===== src/rtl/pcv_pkg.sv =====
`timescale 1ns/1ps
package pcv_pkg;

    localparam int PCV_TBL_HDR_BYTES = 20;
    localparam int PCV_ENTRY_BYTES   = 12;

    localparam int PCV_W_HDRVER = 0;
    localparam int PCV_W_SIG    = 3;
    localparam int PCV_W_CKSUM  = 4;
    localparam int PCV_W_LDRVER = 5;
    localparam int PCV_W_PFMASK = 6;
    localparam int PCV_W_DSIZE  = 7;
    localparam int PCV_W_TSIZE  = 8;

    typedef enum logic [2:0] {
        PCV_OK        = 3'd0,
        PCV_E_SIZE    = 3'd1,
        PCV_E_FORMAT  = 3'd2,
        PCV_E_TRUNC   = 3'd3,
        PCV_E_TBLSIZE = 3'd4,
        PCV_E_TBLSUM  = 3'd5,
        PCV_E_DATASUM = 3'd6,
        PCV_E_ENTRY   = 3'd7
    } pcv_err_e;

    typedef struct packed {
        logic [31:0] hdr_ver;
        logic [31:0] sig;
        logic [31:0] cksum;
        logic [31:0] ldr_ver;
        logic [31:0] pf_mask;
        logic [31:0] data_bytes;
        logic [31:0] total_bytes;
    } pcv_hdr_t;

    // flags bit k set means rule with code k+1 failed; lowest code wins
    function automatic pcv_err_e pcv_first_err(input logic [6:0] flags);
        pcv_err_e r;
        r = PCV_OK;
        for (int k = 6; k >= 0; k--) begin
            if (flags[k]) r = pcv_err_e'(3'(k + 1));
        end
        return r;
    endfunction

endpackage


===== src/rtl/pcv_geometry.sv =====
`timescale 1ns/1ps
module pcv_geometry
    import pcv_pkg::*;
#(
    parameter int HDR_BYTES      = 48,
    parameter int DEF_DATA_BYTES = 2000,
    parameter int CNT_W          = 16
) (
    input  pcv_hdr_t         hdr,
    input  logic [31:0]      exp_type,
    output logic [CNT_W-1:0] data_words,
    output logic [CNT_W-1:0] total_words,
    output logic [31:0]      ext_bytes,
    output logic             size_err,
    output logic             fmt_err,
    output logic             trunc_err
);

    logic [31:0] data_eff;
    logic [31:0] total_eff;
    logic [32:0] need;
    logic [31:0] ext_rem;

    always_comb begin
        if (hdr.data_bytes == '0) begin
            data_eff  = 32'(DEF_DATA_BYTES);
            total_eff = 32'(DEF_DATA_BYTES + HDR_BYTES);
        end else begin
            data_eff  = hdr.data_bytes;
            total_eff = hdr.total_bytes;
        end
        need      = {1'b0, data_eff} + 33'(HDR_BYTES);
        size_err  = (need > {1'b0, total_eff}) || (|data_eff[1:0]) || (|total_eff[1:0])
                  || (|total_eff[31:CNT_W+2]) || (|data_eff[31:CNT_W+2]);
        fmt_err   = (hdr.ldr_ver != 32'd1) || (hdr.hdr_ver != exp_type);
        ext_bytes = total_eff - 32'(HDR_BYTES) - data_eff;
        ext_rem   = (ext_bytes - 32'(PCV_TBL_HDR_BYTES)) % 32'(PCV_ENTRY_BYTES);
        trunc_err = !size_err && (ext_bytes != '0)
                  && ((ext_bytes < 32'(PCV_TBL_HDR_BYTES)) || (ext_rem != '0));
        data_words  = data_eff[CNT_W+1:2];
        total_words = total_eff[CNT_W+1:2];
    end

endmodule


===== config.mk =====
export PLATFORM = sky130hd
export DESIGN_NAME = pcv_geometry
export DESIGN_NICKNAME = d
export VERILOG_FILES = /design/src/rtl/pcv_pkg.sv /design/src/rtl/pcv_geometry.sv
export SDC_FILE = /design/constraint.sdc
export NUM_CORES = 1
export LEC_CHECK = 0
export ABC_AREA = 1
export CAP_MARGIN = 20
export CORE_ASPECT_RATIO = 2
export CORE_MARGIN = 4
export CORE_UTILIZATION = 40
export DETAILED_ROUTE_END_ITERATION = 8
export PLACE_DENSITY_LB_ADDON = 0.2
export RECOVER_POWER = 25
export SYNTH_ARGS = -nofsm -noshare
export SYNTH_HDL_FRONTEND = slang
export SYNTH_SLANG_ARGS = --single-unit

===== constraint.sdc =====
create_clock -name vclk -period 22.9
set_input_delay 6.87 -clock vclk [all_inputs]
set_output_delay 6.87 -clock vclk [all_outputs]
set_load 0.01 [all_outputs]

* Word-level counts from Yosys, hierarchy flattened
Cells that the tools add are included.
** Storage, ports and cells
- Flip-flop bits (word level) :: 0
- Bits of input ports :: 256
- Output and inout port bits :: 67
** Cells by class
- $add $sub $neg :: 4
- Divide/modulo/power cells :: 1
- Magnitude comparators :: 2
- Equality and inequality tests :: 2
- Multiplexer cells :: 2
- Reduce and logical (&&, ||, !) cells :: 16
** Operators with widths (number)
- $mux W32 :: 2
- $reduce_bool A32 Y1 :: 2
- $add A32 B6 Y33 const B :: 1
- $gt A33 B32 Y1 :: 1
- $logic_not A32 Y1 :: 1
- $lt A32 B5 Y1 const B :: 1
- $mod A32 B4 Y32 const B :: 1
- $ne A32 B1 Y1 const B :: 1
- $ne A32 B32 Y1 :: 1
- $sub A32 B32 Y32 :: 1
- $sub A32 B5 Y32 const B :: 1
- $sub A32 B6 Y32 const B :: 1
- $reduce_or A14 Y1 :: 2
- $logic_or A1 B1 Y1 :: 6
- $reduce_or A2 Y1 :: 2
- $logic_and A1 B1 Y1 :: 2
- $logic_not A1 Y1 :: 1

* Longest topological paths before layout
Gate-level depths: netlist (run 1).
- Depth in word-level cells :: 11
- Depth in mapped cells :: 107
- Gate-level depth less buffers :: 107

* Worst setup path before layout (run 1)
Ideal clock, no wire load.
- Path kind :: input to output
- From :: input port hdr[46] (netlist name)
- To :: output port trunc_err
- Data arrival time :: 16.360 ns
- Data required time :: 16.030 ns
- Path slack :: -0.330 ns
- Stages :: 83
- Cells stage by stage :: inv_1 nand4_1 nor2_1 nand4_1 clkbuf_1 clkbuf_1 clkbuf_1 nand2_1 inv_1 ha_1 fa_1 xnor2_1 ha_1 nand3b_1 nand4_2 nor2_4 nand3_4 nor2_4 (+47 left out) inv_1 o21bai_2 nand2_2 o21ai_2 nand2_1 o21ai_2 nand2_2 o21ai_1 nand2_1 o21ai_1 nand2_1 a21oi_1 nor2_1 o21ai_2 nand2_1 nand2_1 nand3_1 a21oi_1
** RTL lines
- start: declaration :: RTL line pcv_geometry.sv:9 : input pcv_hdr_t hdr,
- $logic_not A32 Y1 (*) :: RTL line pcv_geometry.sv:25 : if (hdr.data_bytes == '0) begin
- $mux W32 (*) :: RTL line pcv_geometry.sv:25
- via total_words[0] :: RTL line pcv_geometry.sv:12 : output logic [CNT_W-1:0] total_words,
- parallel branches: the longest is 7 deep, another holds $sub A32 B6 Y32
- $logic_and A1 B1 Y1 (*) :: RTL line pcv_geometry.sv:39 : && ((ext_bytes < 32'(PCV_TBL_HDR_BYTES)) || (ext_rem != '0));
- end: declaration :: RTL line pcv_geometry.sv:16 : output logic trunc_err
Mark *: on every way through the listed nets, which the timed path passes.

* Worst setup path in the final report (run 1)
- From :: input port hdr[57] (netlist name)
- To :: output port trunc_err
** Between the ends
- Cells in the longest elaborated chain, start to end :: 11
** RTL lines (RTL line)
- parallel branches: the longest is 10 deep, another holds $sub A32 B6 Y32
- $logic_and A1 B1 Y1 (*) :: pcv_geometry.sv:39
Mark *: on every way between the ends.

==> impl_metrics.yaml, run 1 <==
run_status:
  status: "finished with violations"
  violations: "setup timing"
timing:
  tightest_slew_ns: 0.702
  fmax_ghz: 0.0404
  fin_ws_ns: -1.83
  finalCriticalPeriod_ns: 24.73
  slew_viol_final: 0
  rsz0062_at_grt: "true"
  fin_crit_sh_pct: 108
  holdWs_ns: 14.79
  hold_viol: 0
  slew_headroom_pct: 52.6
  setup_tns_ns: -1.83
  setup_viol: 1
logic_synthesis:
  yosysWarnings: 0
  yosys.area_share.simple_pct: 49.7
  synthesis.area_um2: 7450
  synth_xor_area_share_pct: 6.22
  synth.distinct_cells: 46
  synth_compound_area_share_pct: 10.0
  synth_mux_area_share_pct: 0
  postSynthCellCount: 1462
  syn_area_per_cell_um2: 5.09
  synth_nets: 1813
  synth_seq_area_share_pct: 0
  synth_top_family_by_area: "simple AND/OR/NAND/NOR gates"
  synthAdderAreaFrac_pct: 16.1
setup_path:
  cp_slowest_cell: "clkdlybuf4s50_1"
  worst-setup-path-type: "in -> out"
  arrival_ns: 17.86
  max_stage_delay_ns: 0.44
  cp_data_required_time_ns: 16.03
  start_kind: "primary input"
  crit_fanout: 7
  crit_path_frequent_cell: "nand2_1"
  crit_path_end_kind: "primary output"
power:
  p_per_area_nw_per_um2: 69.1
  p_leak_uw: 0.00699
  max-vdd-ir-drop_mv: 0.0602
drt:
  totalWireLength_um: 29100
  detail-route-antenna-nets: 0
  drt_iter0_drc: 331
  wl_met1_um: 8980
  wl_met3_um: 1380
  viasPerCell: 5.01
  drc: 0
  avgRoutedWirePerCell_um: 13.5
  dr.pass1.iters: 5
  maxUsedRoutingLayer: "met4"
  vias: 10800
  wl_met2_um: 16600
hold_path:
  min_from: "hdr[56]"
  hold_class: "in -> out"
  whs_path_depth: 10
  hold_end: "trunc_err"
global_route:
  antenna_found_initial: 1
  track_usage_pct: 26.2
  grt_overflow: 0
  grt_max_degree: 25
  grt_pass1_wl_um: 46100
  grt_pass1_vias: 10900
finish:
  nNetsFinal: 2292
  stdcell_area_um2: 12700
  seqCellArea_um2: 0
  multi_input_area_um2: 6860
  fill_cells: 1681
  layout-drive-gt1-share_pct: 27.8
  clock_buffers: 0
  seq_cells: 0
  syn2layout_area_growth_pct: 71.0
placed_design:
  gp_congestion: 0.942
  portBuffers: 227
  post-dp-hpwl_um: 26100
  placed_area_um2: 11900
job:
  max_cap_violations: 0
floorplanning:
  die_h_um: 201
  rows: 70
  io_pins: 323
  die_area_um2: 21000
  start_util_pct: 40.7
  core_area_um2: 18300
  die_w_um: 104
==> timing repair <==
| item | CTS | global route |
|---|---|---|
| hold buffers | 0 | 0 |
| pin swaps | 12 | 86 |
| buffers inserted | 2 | 11 |
| cloned | 0 | 0 |
| resized for setup | 35 | 163 |
| endpoints found under the setup margin | 1 | 1 |
==> final cells by class <==
type               count  area share, %
diodes                 1         0.0197
inverters            328           9.70
multi-input cells   1106           53.9
well taps            216           2.12
repair buffers       505           34.3
==> cells in the mapped netlist (2+ instances only) <==
cell	number	area, µm²
o21ai_2	5	43.8
o22ai_1	7	43.8
o21bai_2	5	56.3
or4_1	2	15.0
a221oi_1	2	17.5
nor2_2	7	43.8
nor2_1	133	499
o21a_1	3	22.5
inv_1	294	1100
o41ai_1	2	17.5
nand2_2	16	100
o21ai_0	16	80.1
a21oi_1	44	220
nand2_1	459	1720
nand3_1	113	566
and2_1	2	12.5
or2_2	5	31.3
nor4_1	17	106
o21ai_1	23	115
nor2_4	5	56.3
clkinv_1	7	26.3
nand3b_1	6	45.0
xor2_1	36	315
nor3_1	18	90.1
a22o_1	3	26.3
nand3_2	11	110
nand4_1	35	219
inv_2	27	101
ha_1	94	1180
nand3_4	2	35.0
xnor2_1	15	131
clkbuf_1	28	105
o21bai_1	7	52.6
==> power by group <==
group	total, µW	internal [µW]	switching, µW
logic	881	369	512
registers	0	0	0
clock network	0.00000584	0.00000584	0
==> how the worst max path moves through the flow <==
stage                     slack (ns)         to  cells past startpoint     from
after floorplan                0.001  trunc_err                     87  hdr[49]
after global placement         -1.79  trunc_err                     94  hdr[54]
after detailed placement       -2.20  trunc_err                     92  hdr[54]
after CTS                      -1.57  trunc_err                     97  hdr[57]
after global routing           -2.93  trunc_err                     88  hdr[53]
final                          -1.83  trunc_err                     89  hdr[57]
==> worst max-delay path, delay by kind of cell <==
| family | cells | cell delay [ns] |
|---|---|---|
| buffers and inverters | 12 | 1.69 |
| XOR/XNOR | 2 | 0.43 |
| AO/OA/AOI/OAI | 15 | 2.26 |
| adder cells (fa/ha/maj) | 3 | 0.87 |
| AND/OR/NAND/NOR | 57 | 5.71 |
==> metrics by stage <==
stage          std cells  worst slack [ns]  power [µW]  utilization (%)
3_5_place_dp        2142             -2.20         744             65.0
3_3_place_gp        2142             -1.79         715             65.0
5_1_grt             2156             -2.93         980             69.6
2_1_floorplan       1462           0.00101         489                -
6_report            2156             -1.83         881             69.6
4_1_cts             2144             -1.57         761             65.8
==> routing by layer <==
metal | up-vias | GRT usage, %
li1 | 5519 | -
met1 | 4854 | 21.6
met2 | 335 | 56.2
met3 | 104 | 3.15
met4 | 0 | 14.7
met5 | - | 0
==> cell usage in the layout (no fill, tap or decap), types with 17 or more instances in the layout <==
master and instances:
buf_4 275, nand3_1 85, clkdlybuf4s50_1 209, nor2_2 34, nand2_2 72, nor4_1 17
a21oi_1 31, nand2_1 400, nand4_1 35, nor2_1 98, xor2_1 34, nand3_2 37
inv_1 289, ha_1 84, inv_2 35
==> cells by family (layout without fill, tap and decap cells) <==
kind of cell             count (synthesis)  in the layout
XOR/XNOR                                52             52
other                                    0              1
buffers and inverters                  356            833
AND/OR/NAND/NOR                        836            836
adder cells (fa/ha/maj)                 95             95
AO/OA/AOI/OAI                          123            123
(Power assumes the default switching activity.)
==> run 2, diff against run 1 <==
Settings changed: CORE_UTILIZATION 40 to 41, REMOVE_ABC_BUFFERS set to 1.
==> run 2 against run 1 <==
- first-iteration DRC count down 2.4%
- count of clock-buffer cells in the layout unchanged
- fmax up 0.35%
- sequential cell count unchanged
- design area down 0.18%
- via count up 0.97%
- combinational power down 3.1%
- the run still ends with setup timing left
- largest power group unchanged
- final cell count up 0.32%
==> impl_metrics.yaml, run 2 (same netlist as run 1, synthesis figures left out) <==
drt:
  totalWireLength_um: 31200
  drc: 0
  drt_iter0_drc: 323
  dr.pass1.iters: 5
  avgRoutedWirePerCell_um: 14.4
  viasPerCell: 5.05
  detail-route-antenna-nets: 0
  vias: 10900
floorplanning:
  start_util_pct: 41.9
  io_pins: 323
  rows: 69
  die_h_um: 199
  die_w_um: 103
  core_area_um2: 17800
  die_area_um2: 20500
run_status:
  status: "finished with violations"
  violations: "setup timing"
clocking:
  ctsHoldBuffers: 0
placed_design:
  gp_congestion: 0.938
  dp.cells: 2154
  place_worst_setup_slack_ns: -2.11
  portBuffers: 227
  post-dp-hpwl_um: 27500
timing:
  fmax_ghz: 0.0406
  fin_ws_ns: -1.75
  setup_tns_ns: -1.75
  tightest_slew_ns: 0.730
  slew_viol_final: 0
  slew_headroom_pct: 50.7
  finalCriticalPeriod_ns: 24.65
  setup_viol: 1
  hold_viol: 0
  fin_crit_sh_pct: 108
  rsz0062_at_grt: "true"
power:
  p_per_area_nw_per_um2: 67.1
  p_total_uw: 854
  p_leak_uw: 0.00701
  max-vdd-ir-drop_mv: 0.0500
setup_path:
  max_stage_delay_ns: 0.49
  worst-setup-path-type: "in -> out"
  crit_fanout: 8
  cp_data_required_time_ns: 16.03
  crit_path_frequent_cell: "nand2_1"
  cp_slowest_cell: "clkdlybuf4s50_1"
  crit_path_end_kind: "primary output"
  start_kind: "primary input"
  arrival_ns: 17.78
global_route:
  antenna_found_initial: 1
  grt_pass1_wl_um: 47300
  top_usage_layer: "met2"
  use_met3_pct: 2.95
  use_met2_pct: 60.0
  grt_pass1_vias: 11100
  grt_max_degree: 20
  track_usage_pct: 28.9
  gr-usage-met1_pct: 24.3
  grt_overflow: 0
finish:
  clock_buffers: 0
  final_common_cell: "nand2_1"
  multi_input_area_um2: 6760
  final_cell_mix: "411 x nand2_1, 288 x inv_1, 284 x buf_4"
  seq_cells: 0
  layout-drive-gt1-share_pct: 27.0
  fill_cells: 1556
  nNetsFinal: 2302
  syn2layout_area_growth_pct: 70.7
  fin_cells: 2163
  seqCellArea_um2: 0
job:
  max_cap_violations: 0
hold_path:
  hold_class: "in -> out"
[run 2: routing by layer]
layer	up-vias	share of wire, %
li1	5538	-
met5	-	0
met2	363	57
met3	126	4.4
met4	0	7.5
met1	4890	31
[run 2: area by class of cell]
class / instances / area share [%]
antenna: 1 / 0.0197
inverter: 328 / 9.71
multi-input combinational: 1106 / 53.1
tap: 213 / 2.10
timing repair buffer: 515 / 35.0
[run 2: timing repair]
| item | CTS | global route |
|---|---|---|
| setup buffers | 3 | 5 |
| pin swaps | 19 | 48 |
| setup endpoints to repair | 1 | 1 |
| resized for setup | 57 | 120 |
| hold endpoints to repair | 0 | 0 |
[run 2: final timing paths]
path                 from               to  cells after the start
hold / removal    hdr[15]  total_words[13]                      5
setup / recovery  hdr[32]        trunc_err                     93
[run 2: power by group]
group          total (µW)  switching [µW]  internal (µW)
logic                 854             498            356
clock network  0.00000585               0     0.00000584
registers               0               0              0
[run 2: critical path, delay by kind of cell]
| family | cells | cell delay, ns |
|---|---|---|
| AO/OA/AOI/OAI | 20 | 2.53 |
| XOR/XNOR | 1 | 0.18 |
| adder cells (fa/ha/maj) | 2 | 0.60 |
| buffers and inverters | 18 | 2.11 |
| AND/OR/NAND/NOR | 52 | 5.42 |
[run 2: stage by stage]
stage	utilization (%)	cell area, µm²	hold WS (ns)
floorplan	-	7340	13.74
global placement	67.4	12000	14.77
detailed placement	67.4	12000	14.78
CTS	68.8	12200	14.78
global route	71.5	12700	14.90
finish	71.5	12700	14.85
==> run 3, diff against run 2 <==
Settings changed: CORE_MARGIN 4 to not set.
==> run 3 against run 2 <==
- the flow still finishes with violations (setup timing)
- power up 13%
- design area up 3.8%
- die area down 8.7%
- setup slack better by 0.021 ns
- sequential share of layout area unchanged
- sequential cell count unchanged
- via count up 1.6%
- non-clock buffer count up 9
- highest routed layer is now met5
- hold slack worse by 0.34 ns
- core utilization up 2.7 points
- critical path depth down 15
==> impl_metrics.yaml, run 3 (same netlist as run 1, synthesis figures left out) <==
run_status:
  status: "finished with violations"
  violations: "setup timing"
setup_path:
  path_buf_inv: 6
  crit_path_frequent_cell: "nand2_2"
  cp_data_required_time_ns: 16.03
  max_stage_delay_ns: 0.44
  crit_path_end_kind: "primary output"
  cp_slowest_cell: "clkdlybuf4s50_1"
  worst-setup-path-type: "in -> out"
  cp-startpoint: "hdr[46]"
  critPathTopFamily: "simple AND/OR/NAND/NOR gates"
  crit_fanout: 7
  start_kind: "primary input"
  arrival_ns: 17.76
finish:
  fin_util_pct: 74.2
  final_common_cell: "nand2_1"
  seqCellArea_um2: 0
  clock_buffers: 0
  syn2layout_area_growth_pct: 77.2
  fill_cells: 1489
  seq_cells: 0
  nNetsFinal: 2311
  final_cell_mix: "378 x nand2_1, 293 x buf_4, 269 x inv_1"
  layout-drive-gt1-share_pct: 32.1
hold_path:
  min_from: "hdr[34]"
  hold_end: "data_words[0]"
  hold_class: "in -> out"
  whs_path_depth: 2
drt:
  avgRoutedWirePerCell_um: 14.5
  totalWireLength_um: 31500
  dr.pass1.iters: 5
  drc: 0
  viasPerCell: 5.11
  vias: 11100
  detail-route-antenna-nets: 0
  drt_iter0_drc: 316
floorplanning:
  core_area_um2: 17800
  die_h_um: 193
  io_pins: 323
  die_area_um2: 18700
  start_util_pct: 41.9
  rows: 69
  die_w_um: 97.3
job:
  max_cap_violations: 0
global_route:
  grt_overflow: 0
  grt_pass1_wl_um: 46000
  grt_pass1_vias: 10700
  grt_max_degree: 19
  track_usage_pct: 30.5
  antenna_found_initial: 3
timing:
  finalCriticalPeriod_ns: 24.63
  setup_tns_ns: -1.73
  tightest_slew_ns: 0.756
  hold_viol: 0
  slew_viol_final: 0
  fin_crit_sh_pct: 108
  fin_ws_ns: -1.73
  slew_headroom_pct: 48.9
  setup_viol: 1
  rsz0062_at_grt: "true"
  fmax_ghz: 0.0406
power:
  p_leak_uw: 0.00733
  p_per_area_nw_per_um2: 73.1
  max-vdd-ir-drop_mv: 0.0681
placed_design:
  gp_congestion: 0.985
  post-dp-hpwl_um: 26800
  portBuffers: 227
-- run 3: worst max path at each step --
stage	slack, ns	endpoint	cells past startpoint
5_1_grt	-2.52	trunc_err	87
6_report	-1.73	trunc_err	78
3_5_place_dp	-2.05	trunc_err	85
2_1_floorplan	-0.57	trunc_err	81
3_3_place_gp	-1.65	trunc_err	92
4_1_cts	-1.47	trunc_err	91
-- run 3: layer usage --
metal | part of all wire, % | track usage (%) | up-vias
li1 | - | - | 5566
met1 | 32 | 26.2 | 4984
met2 | 55 | 65.1 | 404
met3 | 4.2 | 2.06 | 141
met4 | 8.3 | 19.9 | 2
met5 | 0.035 | 0 | -
-- run 3: stage by stage --
stage / cell area, µm² / setup WS (ns) / power, µW / hold WS, ns / std cells
floorplan: 7340 / -0.573 / 485 / 13.74 / 1434
global placement: 11900 / -1.65 / 714 / 14.69 / 2148
detailed placement: 11900 / -2.05 / 741 / 14.70 / 2148
CTS: 12200 / -1.47 / 768 / 14.70 / 2150
global route: 13200 / -2.52 / 1060 / 14.52 / 2173
finish: 13200 / -1.73 / 964 / 14.51 / 2173
-- run 3: power by group --
group	internal (µW)	switching, µW	leakage [µW]
combinational	402	562	0.00733
clock	0.0000117	0	0.0000000127
sequential	0	0	0
-- run 3: repair_timing --
action	4_1_cts	5_1_grt
pin swaps	27	119
hold buffers	0	0
setup buffers	2	21
gates resized for setup	66	251
endpoints found under the setup margin	1	1
-- run 3: final cells by class --
type	count	area, µm²	share of cell area, %
Tap cell	213	267	2.02
Antenna cell	2	5.00	0.0379
Timing Repair Buffer	524	4590	34.8
Multi-Input combinational cell	1106	7100	53.8
Inverter	328	1230	9.35
